### config.mk
export PLATFORM = sky130hd
export DESIGN_NAME = clkrst_ctrl
export DESIGN_NICKNAME = d
export VERILOG_FILES = /design/src/rtl/clkrst_pkg.sv /design/src/rtl/clkrst_por_hold.sv /design/src/rtl/clkrst_cfg.sv /design/src/rtl/clkrst_divider.sv /design/src/rtl/clkrst_ctrl.sv
export SDC_FILE = /design/constraint.sdc
export NUM_CORES = 1
export LEC_CHECK = 0
export ABC_AREA = 1
export BUFFER_PORTS_ARGS = -buffer_cell sky130_fd_sc_hd__buf_2
export CAP_MARGIN = 20
export CORE_MARGIN = 2
export CORE_UTILIZATION = 43
export CTS_CLUSTER_DIAMETER = 120
export CTS_CLUSTER_SIZE = 40
export DETAILED_ROUTE_END_ITERATION = 6
export GPL_ROUTABILITY_DRIVEN = 0
export HOLD_SLACK_MARGIN = 0.05
export PLACE_DENSITY = 0.63
export SKIP_CTS_REPAIR_TIMING = 1
export SLEW_MARGIN = 20
export SYNTH_ARGS = -nofsm -noshare
export SYNTH_HDL_FRONTEND = slang
export SYNTH_SLANG_ARGS = --single-unit
### constraint.sdc
create_clock -name clk -period 1.61 [get_ports clk]
set_input_delay 0.161 -clock clk [delete_from_list [all_inputs] [get_ports clk]]
set_output_delay 0.161 -clock clk [all_outputs]
set_load 0.01 [all_outputs]
### src/rtl/clkrst_pkg.sv
package clkrst_pkg;

    // Width of the divide code; ratio is 2**code
    localparam int unsigned DIV_W    = 2;
    // Counter width able to hold the largest ratio minus one
    localparam int unsigned DIVCNT_W = (1 << DIV_W) - 1;

    typedef enum logic {
        SRC_RC  = 1'b0,
        SRC_EXT = 1'b1
    } clk_src_e;

    typedef logic [DIV_W-1:0] div_code_t;

    localparam div_code_t DIV_CODE_RST = div_code_t'(1);

    typedef struct packed {
        clk_src_e  src;
        div_code_t div;
    } clk_cfg_t;

    localparam clk_cfg_t CFG_RST = '{src: SRC_RC, div: DIV_CODE_RST};

endpackage

### src/rtl/clkrst_por_hold.sv
module clkrst_por_hold #(
    parameter int unsigned HOLD_CYCLES = 65536
) (
    input  logic clk,
    input  logic por_n,
    input  logic rc_tick,
    output logic released
);

    localparam int unsigned CNT_W = (HOLD_CYCLES > 2) ? $clog2(HOLD_CYCLES) : 1;
    localparam logic [CNT_W-1:0] LAST = CNT_W'(HOLD_CYCLES - 1);

    typedef struct packed {
        logic [CNT_W-1:0] cnt;
        logic             done;
    } hold_state_t;

    hold_state_t st_d, st_q;

    always_comb begin
        st_d = st_q;
        if (!st_q.done && rc_tick) begin
            if (st_q.cnt == LAST) begin
                st_d.done = 1'b1;
            end else begin
                st_d.cnt = st_q.cnt + CNT_W'(1);
            end
        end
    end

    always_ff @(posedge clk or negedge por_n) begin
        if (!por_n) begin
            st_q <= '0;
        end else begin
            st_q <= st_d;
        end
    end

    assign released = st_q.done;

endmodule

### src/rtl/clkrst_cfg.sv
module clkrst_cfg
    import clkrst_pkg::*;
(
    input  logic     clk,
    input  logic     por_n,
    input  logic     unlocked,
    input  logic     wr_en,
    input  clk_cfg_t wr_cfg,
    input  logic     boundary,
    output clk_cfg_t applied
);

    typedef struct packed {
        clk_cfg_t pend;
        logic     pend_vld;
        clk_cfg_t cur;
    } cfg_state_t;

    cfg_state_t st_d, st_q;

    always_comb begin
        st_d = st_q;
        // Load pending settings only where a period ends
        if (st_q.pend_vld && boundary) begin
            st_d.cur      = st_q.pend;
            st_d.pend_vld = 1'b0;
        end
        // Writes are dropped while the core is held in reset
        if (unlocked && wr_en) begin
            st_d.pend     = wr_cfg;
            st_d.pend_vld = 1'b1;
        end
    end

    always_ff @(posedge clk or negedge por_n) begin
        if (!por_n) begin
            st_q.pend     <= CFG_RST;
            st_q.pend_vld <= 1'b0;
            st_q.cur      <= CFG_RST;
        end else begin
            st_q <= st_d;
        end
    end

    assign applied = st_q.cur;

endmodule

### src/rtl/clkrst_divider.sv
module clkrst_divider
    import clkrst_pkg::*;
(
    input  logic     clk,
    input  logic     por_n,
    input  logic     rc_tick,
    input  logic     ext_tick,
    input  clk_cfg_t cfg,
    output logic     wrap,
    output logic     sys_en
);

    typedef struct packed {
        logic [DIVCNT_W-1:0] cnt;
        logic                pulse;
    } div_state_t;

    div_state_t          st_d, st_q;
    logic                sel_tick;
    logic [DIVCNT_W-1:0] last;
    logic                hit;

    always_comb begin
        sel_tick = (cfg.src == SRC_EXT) ? ext_tick : rc_tick;
        // Terminal count is 2**code - 1: a run of code ones
        for (int i = 0; i < int'(DIVCNT_W); i++) begin
            last[i] = (i < int'(cfg.div));
        end
        hit      = sel_tick && (st_q.cnt == last);
        st_d     = st_q;
        if (hit) begin
            st_d.cnt = '0;
        end else if (sel_tick) begin
            st_d.cnt = st_q.cnt + DIVCNT_W'(1);
        end
        st_d.pulse = hit;
        wrap       = hit;
    end

    always_ff @(posedge clk or negedge por_n) begin
        if (!por_n) begin
            st_q <= '0;
        end else begin
            st_q <= st_d;
        end
    end

    assign sys_en = st_q.pulse;

endmodule

### src/rtl/clkrst_ctrl.sv
module clkrst_ctrl
    import clkrst_pkg::*;
#(
    parameter int unsigned HOLD_CYCLES = 65536
) (
    input  logic             clk,
    input  logic             por_n,
    input  logic             rc_tick,
    input  logic             ext_tick,
    input  logic             cfg_we,
    input  logic             cfg_src,
    input  logic [DIV_W-1:0] cfg_div,
    output logic             sys_en,
    output logic             core_rst_n,
    output logic             wdt_tick,
    output logic             src_sel,
    output logic [DIV_W-1:0] div_sel
);

    logic     released;
    logic     wrap;
    clk_cfg_t wr_cfg;
    clk_cfg_t applied;
    logic     wdt_d, wdt_q;

    clkrst_por_hold #(
        .HOLD_CYCLES(HOLD_CYCLES)
    ) hold_i (
        .clk      (clk),
        .por_n    (por_n),
        .rc_tick  (rc_tick),
        .released (released)
    );

    always_comb begin
        wr_cfg.src = clk_src_e'(cfg_src);
        wr_cfg.div = cfg_div;
    end

    clkrst_cfg cfg_i (
        .clk      (clk),
        .por_n    (por_n),
        .unlocked (released),
        .wr_en    (cfg_we),
        .wr_cfg   (wr_cfg),
        .boundary (wrap),
        .applied  (applied)
    );

    clkrst_divider div_i (
        .clk      (clk),
        .por_n    (por_n),
        .rc_tick  (rc_tick),
        .ext_tick (ext_tick),
        .cfg      (applied),
        .wrap     (wrap),
        .sys_en   (sys_en)
    );

    // Undivided RC tick for the watchdog, one register deep
    always_comb begin
        wdt_d = rc_tick;
    end

    always_ff @(posedge clk or negedge por_n) begin
        if (!por_n) begin
            wdt_q <= 1'b0;
        end else begin
            wdt_q <= wdt_d;
        end
    end

    assign core_rst_n = released;
    assign wdt_tick   = wdt_q;
    assign src_sel    = applied.src;
    assign div_sel    = applied.div;

endmodule

After elaboration in Yosys (flattened, before gate mapping)
Index checks and enable logic that the tools add are counted.
- logic and storage cells: 32
- bits of input ports: 8
- bits in registers: 29
- latch bits: 0
- bits in read-only memories: 0
- memories kept: 0
- bits in writable memories: 0
- output and inout port bits: 6
- add/sub/neg operators: 2
- reduce and logical (&&, ||, !) cells: 9
- mux-type cells: 5
- divide/modulo/power cells: 0
- multipliers: 0
- bitwise gates (word level): 1
- eq/ne operators: 2
- $lt $le $gt $ge: 3
- shifts and indexed selects: 0
- operators by type and width (operator ; number):
    16-bit by 1-bit adder with 16-bit output (second input constant) ; 1
    16-bit == test (second input constant) ; 1
    3-bit two-way mux ; 2
    1-bit logical AND ; 4
    1-bit by 2-bit less-than comparator with 1-bit output (first input constant) ; 2
    4-bit two-way mux ; 1
    2-bit AND reduction ; 2
    2-bit nonzero test ; 2
    3-bit by 1-bit adder with 3-bit output (second input constant) ; 1
    3-bit == test ; 1
    2-bit less-than comparator (first input constant) ; 1
    1-bit two-way mux ; 2
    1-bit zero test ; 1
    1-bit inverter ; 1

Logic depth before layout (Yosys ltp)
- depth in word-level cells: 6
- gate-level depth with buffers: 9
- depth with buffers taken out: 9

Cells and area by module
Synthesis repeated with hierarchy kept, for this count alone.
- cell total of the unflattened synthesis: 222
- area total of the unflattened synthesis: 1671.6 µm²
- by module, submodules not included (module ; cells an instance ; times used ; area each (µm²) ; seq. area each (µm²)):
    clkrst_por_hold ; 145 ; 1 ; 1064.8 ; 425.4
    clkrst_cfg ; 32 ; 1 ; 291.5 ; 177.7
    clkrst_divider ; 44 ; 1 ; 290.3 ; 100.1
    clkrst_ctrl ; 1 ; 1 ; 25.0 ; 25.0

Least setup slack after synthesis
No wires, ideal clock.
- path type: flip-flop to flip-flop
- start point: reg hold_i.st_q[1] in the netlist's numbering
- end point: reg hold_i.st_q[16] in the netlist's numbering
- path buffers: 0
- required time: 1.494 ns
- stages on the path, launching flop included: 10
- library setup time: 0.116 ns
- data arrival time: 1.381 ns
- period minus slack after synthesis: 1.497 ns
- path slack: 0.113 ns
- path through: dfrtp_1 ha_1 nand3_2 inv_2 nand2_2 nor2_4 nor2_2 clkinv_1 nand2_1 nand2_1
- cells in the longest elaborated chain, start to end: 3
- elaborated cells between the ends (all ways): 4
- classes of those cells: add/sub: 1; eq/ne: 1; bitwise: 1; reduce/logical: 1
- ends and longest elaborated chain (item ; RTL line ; source):
    start: declaration ; clkrst_por_hold.sv:18 ; hold_state_t st_d, st_q;
    start signal: assignment ; clkrst_por_hold.sv:35 ; st_q <= st_d;
    branches (longest 3 deep; another with 16-bit by 1-bit adder with 16-bit output) ; n/a ;
Parallel ways; which one is timed is not known.
A chain may end at the register's enable or synchronous reset.

Worst setup path in the final report
- start point: reg hold_i.st_q[2] in the netlist's numbering
- end point: reg hold_i.st_q[4] in the netlist's numbering
The elaborated chain is that of the path after synthesis.

==> run_results.csv <==
group,metric,value,unit
timing,final_min_period_over_clock_period,91.2,%
logic_synthesis,synthCells,209,
die,start_util,44.3,%
die,placement_rows,22,
placed_design,buffer_ports.inserted,13,
flow_run,maxCapViolations,0,
routing,via_per_inst,4.69,
worst_setup_path,cp_data_required_time,1.78,ns
grt,first_global_vias,1313,
grt,grt_use_total,17.5,%
hold_path,hold-path-endpoint,"cfg_i.st_q[6]",
grt,number_of_antenna_violations_at_the_first_check_in_global_routing,0,
clocking,path_clk_slew,0.06,ns
die,io_pins,14,
worst_setup_path,critical_path.max_fanout,12,
grt,grt_first_pass_wirelength,5.69,mm
cells_and_area,num_antenna_cells,0,
routing,drt_first_pass_iters,4,
logic_synthesis,synth_top_flop_cell,"dfrtp_1",
worst_setup_path,worstRegToRegCells,9,
routing,number_of_routed_nets_with_antenna_violations,0,
timing,worst_slew_margin_rel,56.4,%
clocking,cts_max_path_buffers,2,
worst_setup_path,category_of_the_most_critical_setup_path,"register to register",
worst_setup_path,critical_path.reg2reg.startpoint,"hold_i.st_q[2]",
die,die-area,0.00425,mm^2
worst_setup_path,critPathArrivalTime,1.64,ns
die,die_width,65.2,um
worst_setup_path,crit-reg2reg-capture,"hold_i.st_q[4]",
timing,hold-worst-slack,0.108,ns
routing,routedWlPerCell,11.0,um
timing,setup_violations,0,
timing,rsz0062_at_grt,"false",
placed_design,detailedPlacementHpwl,2.31,mm
clocking,cts.root.buffer_cell,"clkbuf_8",
timing,fin_setup_tns,0,ns
clocking,htree_num_levels,2,
grt,globalRouteOverflowTotal,0,
clocking,cts_buffers,5,
cells_and_area,number_of_filler_instances_in_the_final_layout,378,
die,die_y,65.2,um
worst_setup_path,end_kind,"register",
clocking,clock_latency,0.28,ns
worst_setup_path,startpoint_class,"register",
routing,detail_route.drc_violations,0,
worst_setup_path,timing.reg2reg.setup_slack,0.14,ns
pwr,leak_pwr,0.920,nW
routing,wl,3.07,mm
cells_and_area,growth_of_design_area_from_synthesis_to_finish,17.3,%
logic_synthesis,synth_edf_count,0,
timing,timing_max_transition_violations_final,0,
pwr,peakVddDrop,0.655,mV
logic_synthesis,synth_fp_nets,219,
timing,final_hold_viol_count,0,
timing,skew,0.00410,ns
logic_synthesis,syn-mean-instance-area,7.70,um^2
logic_synthesis,synth_cell_type_count,23,
grt,grt_start_max_net_pins,30,
timing,tightest_slew,0.654,ns
logic_synthesis,ys_ff_latch,29,
logic_synthesis,ys.warnings.count,0,
hold_path,hold_path_startpoint,"cfg_src",
cells_and_area,layout-drive-gt1-share,19.9,%
logic_synthesis,yosysSeqAreaShare,45.2,%
logic_synthesis,post_syn_area,0.00161,mm^2
die,design.core.area,0.00363,mm^2
routing,via_count,1308,
routing,first_iter_violations,44,
timing,min_period,1.47,ns
status,run_status,"finished, final reports clean",
hold_path,hold_path_class,"primary input to register",
clocking,clock_sinks,29,
logic_synthesis,async_flop_share,100,%
hold_path,min_path_cells,2,
timing,maxClockFrequency,0.681,GHz
pwr,power.density,1390,mW/mm^2
cells_and_area,nets,240,
clocking,tritoncts,"done",
-- cell type report --
cell class	instances	area (um^2)	share of cell area [%]
tap	48	60.1	3.18
inverter	22	82.6	4.37
sequential	29	728	38.5
multi-input combinational	154	769	40.7
clock buffer	5	68.8	3.64
clock inverter	3	65.1	3.44
timing repair buffer	18	115	6.09
-- worst max-delay path by stage --
stage,startpoint,endpoint,slack [ns],cells past startpoint
detailed placement,hold_i.st_q[2],hold_i.st_q[6],0.008,9
finish,hold_i.st_q[2],hold_i.st_q[4],0.14,9
global placement,hold_i.st_q[2],hold_i.st_q[1],0.08,9
CTS,hold_i.st_q[2],hold_i.st_q[1],-0.01,9
floorplan,hold_i.st_q[1],hold_i.st_q[16],0.11,9
global route,div_i.st_q[2],cfg_i.applied[0],0.005,6
-- critical path, cell delays in order, from the launching register on --
cell and delay (ns):
dfrtp_1 0.39, ha_2 0.25, nand3_2 0.12, inv_2 0.07, nand2_2 0.06, nor2_4 0.14, nor2_4 0.05, buf_6 0.15
nand2_1 0.08, o21ai_2 0.05
-- kinds of logic after synthesis --
group                    count (synthesis)  synth area share (%)
flip-flops                              29                  45.2
multiplexers                             3                  2.10
AO/OA/AOI/OAI                           16                  6.53
AND/OR/NAND/NOR                        126                  33.3
XOR/XNOR                                 7                  3.81
buffers and inverters                   26                  7.46
adder cells (fa/ha/maj)                  2                  1.55
-- through the flow --
| stage | cells | cell area, um^2 | power (mW) | util, % | setup slack, ns |
|---|---|---|---|---|---|
| 2_1_floorplan | 209 | 1610 | 1.57 | - | 0.113 |
| 3_3_place_gp | 269 | 1720 | 1.72 | 47.3 | 0.0813 |
| 3_5_place_dp | 269 | 1720 | 1.74 | 47.3 | 0.00811 |
| 4_1_cts | 277 | 1850 | 2.64 | 51.0 | -0.00968 |
| 5_1_grt | 279 | 1890 | 2.83 | 52.0 | 0.00474 |
| 6_report | 279 | 1890 | 2.62 | 52.0 | 0.142 |
-- synthesized netlist by cell type, types with 2 or more instances --
cell type | count | area share, %
ha_1 | 2 | 1.6
inv_1 | 20 | 4.7
nand4_1 | 8 | 3.1
a21oi_1 | 2 | 0.62
o21ai_0 | 7 | 2.2
dfrtp_1 | 27 | 42
o21ai_2 | 6 | 3.3
nand2_1 | 77 | 18
nand2_2 | 4 | 1.6
dfstp_2 | 2 | 3.3
buf_4 | 2 | 0.93
nand3_1 | 12 | 3.7
buf_6 | 2 | 1.4
mux2_2 | 3 | 2.1
nor2_1 | 21 | 4.9
nor2_2 | 2 | 0.78
xor2_1 | 6 | 3.3
-- cells in the final DEF (no fill, tap or decap), types with 3 or more instances in the layout --
cell type and instances:
mux2_2 3, nand2_1 77, xor2_1 6, nand3_1 12
o21ai_0 7, inv_1 20, dfrtp_1 27, nand2_2 4
o21ai_2 6, nor2_1 21, buf_2 13, clkbuf_8 5
nand4_1 8
-- registers in the layout (all words and copies together) (netlist names) --
name / count
hold_i.st_q: 16
cfg_i.st_q: 4
cfg_i.applied: 3
div_i.sys_en: 1
wdt_tick: 1
div_i.st_q: 3
hold_i.released: 1
-- routing by layer --
metal	track usage, %	routed length, um
met1	22.9	1550
met2	27.4	1380
met3	3.60	65
met4	8.59	72
met5	0	0
-- report_power, final --
group | total, mW | switching [mW] | internal [mW] | leakage [nW]
Combinational | 0.642 | 0.381 | 0.261 | 0.484
Clock | 0.890 | 0.275 | 0.614 | 0.0681
Sequential | 1.09 | 0.177 | 0.910 | 0.368
Total | 2.62 | 0.834 | 1.79 | 0.920
(Power assumes the default switching activity.)
